===== src/rtl/pwr_path_pkg.sv =====
package pwr_path_pkg;

    typedef struct packed {
        logic blw;    // supply under reset threshold
        logic llw;    // supply under warning threshold
        logic batlo;  // supply under battery
        logic bkup;   // backup selected
        logic lln;    // registered active-low warning
    } mon_state_t;

    localparam mon_state_t MON_RST = '{blw: 1'b1, llw: 1'b1, batlo: 1'b1,
                                       bkup: 1'b1, lln: 1'b0};

endpackage


===== src/rtl/hyst_cmp.sv =====
module hyst_cmp #(
    parameter int unsigned CW = 14
) (
    input  logic [CW-1:0] val,
    input  logic [CW-1:0] trip,
    input  logic [CW-1:0] rel,
    input  logic          cur_low,
    output logic          nxt_low
);
    // In the low state the release point applies, otherwise the trip point.
    always_comb begin
        if (cur_low) nxt_low = (val < rel);
        else         nxt_low = (val < trip);
    end
endmodule


===== src/rtl/thr_sel.sv =====
module thr_sel #(
    parameter int unsigned VW     = 13,
    parameter int unsigned THR_HI = 4675,
    parameter int unsigned THR_MD = 4575,
    parameter int unsigned THR_LO = 4425
) (
    input  logic          clk,
    input  logic          rst_n,
    input  logic [1:0]    cfg,
    output logic [VW-1:0] thr
);
    logic [1:0] cfg_d, cfg_q;

    always_comb begin
        cfg_d = cfg_q;
        if (!rst_n) cfg_d = cfg;
    end

    always_ff @(posedge clk) begin
        cfg_q <= cfg_d;
    end

    always_comb begin
        case (cfg_q)
            2'd1:    thr = VW'(THR_MD);
            2'd2:    thr = VW'(THR_LO);
            default: thr = VW'(THR_HI);
        endcase
    end


    thr_legal_chk: assert property (@(posedge clk) disable iff (!rst_n)
        (thr == VW'(THR_HI)) || (thr == VW'(THR_MD)) || (thr == VW'(THR_LO)));
endmodule


===== src/rtl/pwr_path_monitor.sv =====
module pwr_path_monitor
    import pwr_path_pkg::*;
#(
    parameter int unsigned VW      = 13,
    parameter int unsigned THR_HI  = 4675,
    parameter int unsigned THR_MD  = 4575,
    parameter int unsigned THR_LO  = 4425,
    parameter int unsigned RST_HYS = 13,
    parameter int unsigned LL_OFS  = 52,
    parameter int unsigned LL_HYS  = 13,
    parameter int unsigned BAT_HYS = 50
) (
    input  logic          clk,
    input  logic          rst_n,
    input  logic [1:0]    thr_cfg,
    input  logic          smp_vld,
    input  logic [VW-1:0] vsup_mv,
    input  logic [VW-1:0] vbat_mv,
    output logic          bkup_sel,
    output logic          lowline_n,
    output logic          below_rst
);
    localparam int unsigned CW = VW + 1;

    logic [VW-1:0] thr;
    logic [CW-1:0] sup_w, rst_trip, rst_rel, ll_trip, ll_rel, bat_trip, bat_rel;
    logic          blw_n, llw_n, bat_n;
    mon_state_t    st_d, st_q;

    thr_sel #(.VW(VW), .THR_HI(THR_HI), .THR_MD(THR_MD), .THR_LO(THR_LO)) i_thr (
        .clk(clk), .rst_n(rst_n), .cfg(thr_cfg), .thr(thr)
    );

    // Extended width so offsets on a full-scale code cannot wrap.
    always_comb begin
        sup_w    = {1'b0, vsup_mv};
        rst_trip = {1'b0, thr};
        rst_rel  = rst_trip + CW'(RST_HYS);
        ll_trip  = rst_trip + CW'(LL_OFS);
        ll_rel   = ll_trip + CW'(LL_HYS);
        bat_trip = {1'b0, vbat_mv};
        bat_rel  = bat_trip + CW'(BAT_HYS);
    end

    hyst_cmp #(.CW(CW)) i_rst_cmp (
        .val(sup_w), .trip(rst_trip), .rel(rst_rel), .cur_low(st_q.blw), .nxt_low(blw_n)
    );
    hyst_cmp #(.CW(CW)) i_ll_cmp (
        .val(sup_w), .trip(ll_trip), .rel(ll_rel), .cur_low(st_q.llw), .nxt_low(llw_n)
    );
    hyst_cmp #(.CW(CW)) i_bat_cmp (
        .val(sup_w), .trip(bat_trip), .rel(bat_rel), .cur_low(st_q.batlo), .nxt_low(bat_n)
    );

    always_comb begin
        st_d = st_q;
        if (!rst_n) begin
            st_d = MON_RST;
        end else if (smp_vld) begin
            st_d.blw   = blw_n;
            st_d.llw   = llw_n;
            st_d.batlo = bat_n;
            st_d.bkup  = blw_n & bat_n;
            st_d.lln   = ~(llw_n | (blw_n & bat_n));
        end
    end

    always_ff @(posedge clk) begin
        st_q <= st_d;
    end

    assign bkup_sel  = st_q.bkup;
    assign lowline_n = st_q.lln;
    assign below_rst = st_q.blw;


    bkup_needs_rst_chk: assert property (@(posedge clk) disable iff (!rst_n)
        bkup_sel |-> below_rst);

    bkup_warn_chk: assert property (@(posedge clk) disable iff (!rst_n)
        bkup_sel |-> !lowline_n);

    rst_implies_warn_chk: assert property (@(posedge clk) disable iff (!rst_n)
        below_rst |-> !lowline_n);

    hold_no_sample_chk: assert property (@(posedge clk) disable iff (!rst_n)
        (!smp_vld && $past(rst_n)) |=> ($stable(bkup_sel) && $stable(lowline_n) && $stable(below_rst)));
endmodule


===== config.mk =====
export PLATFORM = sky130hd
export DESIGN_NAME = pwr_path_monitor
export DESIGN_NICKNAME = d
export VERILOG_FILES = /design/src/rtl/pwr_path_pkg.sv /design/src/rtl/hyst_cmp.sv /design/src/rtl/thr_sel.sv /design/src/rtl/pwr_path_monitor.sv
export SDC_FILE = /design/constraint.sdc
export NUM_CORES = 1
export LEC_CHECK = 0
export BUFFER_PORTS_ARGS = -buffer_cell sky130_fd_sc_hd__buf_2
export CORE_MARGIN = 10
export CORE_UTILIZATION = 25
export DETAILED_ROUTE_END_ITERATION = 8
export PLACE_DENSITY = 0.48
export SYNTH_ARGS = -nofsm -noshare
export SYNTH_HDL_FRONTEND = slang
export SYNTH_SLANG_ARGS = --single-unit

===== constraint.sdc =====
create_clock -name clk -period 3.1 [get_ports clk]
set_clock_uncertainty 0.15 [all_clocks]
set_input_delay 0.31 -clock clk [delete_from_list [all_inputs] [get_ports clk]]
set_output_delay 0.31 -clock clk [all_outputs]
set_load 0.005 [all_outputs]

### Word level (Yosys, flattened, before mapping)

Cells that the tools add are included.

| operators by class | value |
|---|---|
| order comparisons | 6 |
| bitwise gates (word level) | 3 |
| equality and inequality tests | 2 |
| muxes and demuxes | 4 |
| add/subtract/negate cells | 4 |

Operators by type and width:

| operator | number |
|---|---|
| 13-bit by 14-bit < comparator with 1-bit output | 4 |
| 13-bit by 6-bit adder with 14-bit output, second input constant | 2 |
| 13-bit < comparator | 2 |
| 10-bit case mux with 2 select lines | 1 |
| 13-bit by 4-bit adder with 14-bit output, second input constant | 1 |
| 14-bit by 4-bit adder with 14-bit output, second input constant | 1 |
| 1-bit two-way mux | 3 |
| 2-bit by 1-bit equality test with 1-bit output, second input constant | 1 |
| 2-bit equality test, second input constant | 1 |
| 1-bit bitwise AND | 1 |
| 1-bit inverter | 1 |
| 1-bit bitwise OR | 1 |

| word-level totals | value |
|---|---|
| bits of input ports | 31 |
| bits in registers | 7 |
| word-level logic and storage cells | 25 |
| output and inout port bits | 3 |

### Depth between registers and ports, before layout

| logic depth | value |
|---|---|
| depth after elaboration | 8 |
| gate-level depth with buffers | 10 |
| mapped depth without buffers | 10 |

### Cells and area by module

A second synthesis with hierarchy kept.

| unflattened totals | value |
|---|---|
| cell total of the unflattened synthesis | 456 |
| area total of the unflattened synthesis | 3,284.4 µm² |

Modules (own cells, without submodules):

| module | cells each | times used | sequential area each (µm²) | area each (µm²) |
|---|---|---|---|---|
| hyst_cmp at i_bat_cmp ... | 92 | 2 | 0.0 | 656.9 |
| pwr_path_monitor | 160 | 1 | 100.1 | 1,143.6 |
| hyst_cmp at i_rst_cmp | 92 | 1 | 0.0 | 648.1 |
| thr_sel | 20 | 1 | 60.1 | 178.9 |

### Worst setup path after synthesis

OpenSTA, ideal clock, no wires.

| timing path | value |
|---|---|
| kind | flip-flop to flip-flop |
| start point | reg i_thr.cfg_q[1] |
| end point | reg st_q (netlist bit lowline_n) |
| required time | 2.831 ns |
| cell stages (with the launch flop) | 10 |
| setup time | 0.119 ns |
| arrival time | 2.191 ns |
| path buffers | 0 |
| clock period less this slack | 2.460 ns |
| slack | 0.640 ns |
| cells stage by stage | edfxtp_1 -> inv_1 -> ha_1 -> inv_1 -> ha_1 -> or4_1 -> o211ai_1 -> o21ai_1 -> or2_0 -> o221a_1 |

| on the way | value |
|---|---|
| longest elaborated chain between the ends | 8 |
| elaborated cells between the ends (all ways) | 15 |
| classes of those cells | 3 x add/sub; 4 x order compare; 2 x eq/ne; 3 x mux; 3 x bitwise |

Ends and longest elaborated chain:

| what | RTL line | RTL |
|---|---|---|
| start, declared | thr_sel.sv:12 | `logic [1:0] cfg_d, cfg_q;` |
| start signal, assigned | thr_sel.sv:20 | `cfg_q <= cfg_d;` |
| 2-bit equality test / 2-bit by 1-bit equality test with 1-bit output (equally long branches) | thr_sel.sv:24 | `case (cfg_q)` |
| 10-bit case mux with 2 select lines * | thr_sel.sv:24 |  |
| 13-bit by 6-bit adder with 14-bit output / 13-bit by 4-bit adder with 14-bit output (equally long branches) | pwr_path_monitor.sv:39, pwr_path_monitor.sv:38 |  |
| 14-bit by 4-bit adder with 14-bit output / 13-bit by 14-bit < comparator with 1-bit output (equally long branches) | pwr_path_monitor.sv:40, hyst_cmp.sv:12 |  |
| 13-bit by 14-bit < comparator with 1-bit output / 1-bit two-way mux (equally long branches) | hyst_cmp.sv:12 | `if (cur_low) nxt_low = (val < rel);` |
| 1-bit two-way mux / 1-bit bitwise AND (equally long branches) | hyst_cmp.sv:12, pwr_path_monitor.sv:64 |  |
| 1-bit bitwise OR * | pwr_path_monitor.sv:64 | `st_d.lln = ~(llw_n \| (blw_n & bat_n));` |
| 1-bit inverter * | pwr_path_monitor.sv:64 |  |
| end signal, assigned | pwr_path_monitor.sv:69 | `st_q <= st_d;` |
| end, declared | pwr_path_monitor.sv:28 | `mon_state_t st_d, st_q;` |

Mark *: on every way between the ends. The rest lies on a longest branch, timed or not.
A chain may end at the register's enable or synchronous reset.

### Final worst setup path

Same ends and word-level chain as after synthesis.

==> out/metrics.csv <==
metric,value,unit
maxSlewHeadroom,61.6,%
setup_viol,0,
num_rows,29,
ant_nets,0,
worstSetupEndpointType,flip-flop,
synth_top_family_by_area,adder cells,
clk_pin_slew_worst_paths,0.04,ns
r2r-start,i_thr.cfg_q[1],
rsz0062_at_grt,false,
synth_mux_area_share,0,%
hp-start,thr_cfg[0],
finalCritPeriodShare,86.1,%
post-cts-setup-buffer-count,0,
min_delay_worst_endpoint,i_thr.cfg_q[0],
die_h,102,microns
syn_to_final_growth,18.1,%
vias,1561,
slowest_stage,or4_1,
required,3.05,ns
io_pins,34,
yosysSeqAreaShare,9.48,%
fmax,375,MHz
stdcell_count,316,
finalWirelength,4460,microns
cts_buffer_depth,2,
use_met1,11.1,%
most-common-layout-cells,"ha_1, buf_2, inv_1",
drt-vias-per-instance,4.94,
diodes,0,
track_usage,8.73,%
dp_slack,0.428,ns
dr.pass1.iters,4,
grt_pass1_wl,7420,microns
drcViolationCount,0,
synth_compound_area_share,20.7,%
n_fill_cell,712,
tns,0,ns
start_util,26.2,%
p_total,0.496,mW
critical_path.max_fanout,7,
dp_hpwl,4030,microns
place.gp.congestion,0.793,
cp.arrival,2.62,ns
cts.htree.levels,1,
avgSynthCellArea,8.36,sq um
worst_path_largest_cell_delay,0.47,ns
final_core_util,30.9,%
r2r_setup_slack,0.43,ns
worst_slack,0.430,ns
fp.dieW,102,microns
grt_start_max_net_pins,9,
synth_edf_count,2,
period_needed,2.67,ns
numPortBuffers,33,
yosysWarnings,0,
holdBufCountCts,0,
postCtsResizedCells,0,
placed_cells,312,
p_leak,0.960,nW
num-nets-final,324,
clockRootBuffer,clkbuf_8,
overflow,0,
hp-class,in2reg,
synthArstFlopShare,0,%
p_per_area,248,nW/um^2
drive_gt1_share,16.7,%
insertion_delay,0.22,ns
synthXorXnorAreaFrac,5.70,%
max_cap_violations,0,
synthAdderAreaFrac,39.3,%
antenna_found_initial,0,
status,finished clean,
detail_route.wl_per_cell,14.1,microns
cts.sinks,7,
final_common_cell,ha_1,
cp-start-kind,flip-flop,
netlist_area,1690,sq um
syn_inst,202,
slew_violations,0,
drt_iter0_markers,52,
synthesis.nets,286,
r2r-end,lowline_n,
synth-simple-area-share,19.5,%
grt.met2_usage,14.8,%
reg2regPathDepth,9,
dieArea,10400,sq um
top_usage_layer,met2,
crit_type,reg2reg,
vdd_drop_max,0.169,mV
tightestPinTransition,0.562,ns
grt_use_met3,2.23,%
hold_path_depth,1,
dominantRegCellSynth,dfxtp_1,
grt_pass1_vias,1582,
ys_seq_elements,7,
synth.distinct_cells,39,
core-area,6460,sq um
cts_buffers,3,
cp_cell_sequence,inv_1 > ha_1 > inv_1 > ha_1 > or4_1 > o211ai_1 > o21ai_1 > or2_0 > o221a_1,
cts_tree,done,
hold_viol,0,
==> synth_stat cells, types with 5 or more instances <==
cell type	n	share of area, %
nor2b_1	8	3.0
a21oi_1	8	2.4
nor2_1	13	2.9
xnor2_1	11	5.7
inv_1	24	5.3
nand2_1	10	2.2
ha_1	53	39
dfxtp_1	5	5.9
o21ai_0	10	3.0
nand3_1	6	1.8
==> metrics by stage <==
step                hold slack (ns)  cell area (sq um)
global route                  0.103               2000
detailed placement            0.338               1950
global placement              0.336               1950
finish                        0.111               2000
floorplan                     0.232               1690
CTS                           0.106               2000
==> logic make-up after synthesis <==
kind of cell	after synthesis
adders and majority gates	53
xor gates and xnor gates	11
DFF	7
and+or+nand+nor	60
AOI/OAI and AO/OA	47
buffers and inverters	24
==> registers in the layout, summed over array words and instances, names as in the netlist <==
name / count
below_rst: 1
i_thr.cfg_q: 2
bkup_sel: 1
st_q: 2
lowline_n: 1
==> critical path: cells and delay by family (launching register included) <==
family | cells | cell delay, ns
compound gates | 3 | 0.45
fa+ha+maj | 2 | 0.61
buf+inv | 2 | 0.24
flops | 1 | 0.40
simple gates | 2 | 0.69
==> power by group <==
| part | leakage [nW] | total, mW | switching [mW] | internal (mW) |
|---|---|---|---|---|
| logic | 0.877 | 0.263 | 0.146 | 0.117 |
| registers | 0.0609 | 0.109 | 0.00642 | 0.102 |
| clock network | 0.0228 | 0.124 | 0.0356 | 0.0886 |
==> metal layers <==
metal  vias to the layer above  part of all wire (%)
li1                        827                     -
met1                       696                    47
met2                        34                    46
met3                         4                   6.6
met4                         0                  0.94
met5                         -                     0
==> worst max-delay path by stage <==
stage | start | endpoint | slack [ns]
after floorplan | i_thr.cfg_q[1] | lowline_n | 0.64
final | i_thr.cfg_q[1] | lowline_n | 0.43
after global placement | i_thr.cfg_q[1] | lowline_n | 0.50
after global routing | i_thr.cfg_q[1] | lowline_n | 0.21
after CTS | i_thr.cfg_q[1] | lowline_n | 0.42
after detailed placement | i_thr.cfg_q[1] | lowline_n | 0.43
==> layout make-up <==
cell class                 count  area, sq um  share of cell area (%)
multi-input combinational    171         1440                    72.1
timing repair buffer          33          165                    8.28
sequential                     7          160                    8.03
tap                           77         96.3                    4.83
inverter                      24         90.1                    4.51
clock buffer                   4         45.0                    2.26
No activity file was read; power rests on OpenSTA's default activity.
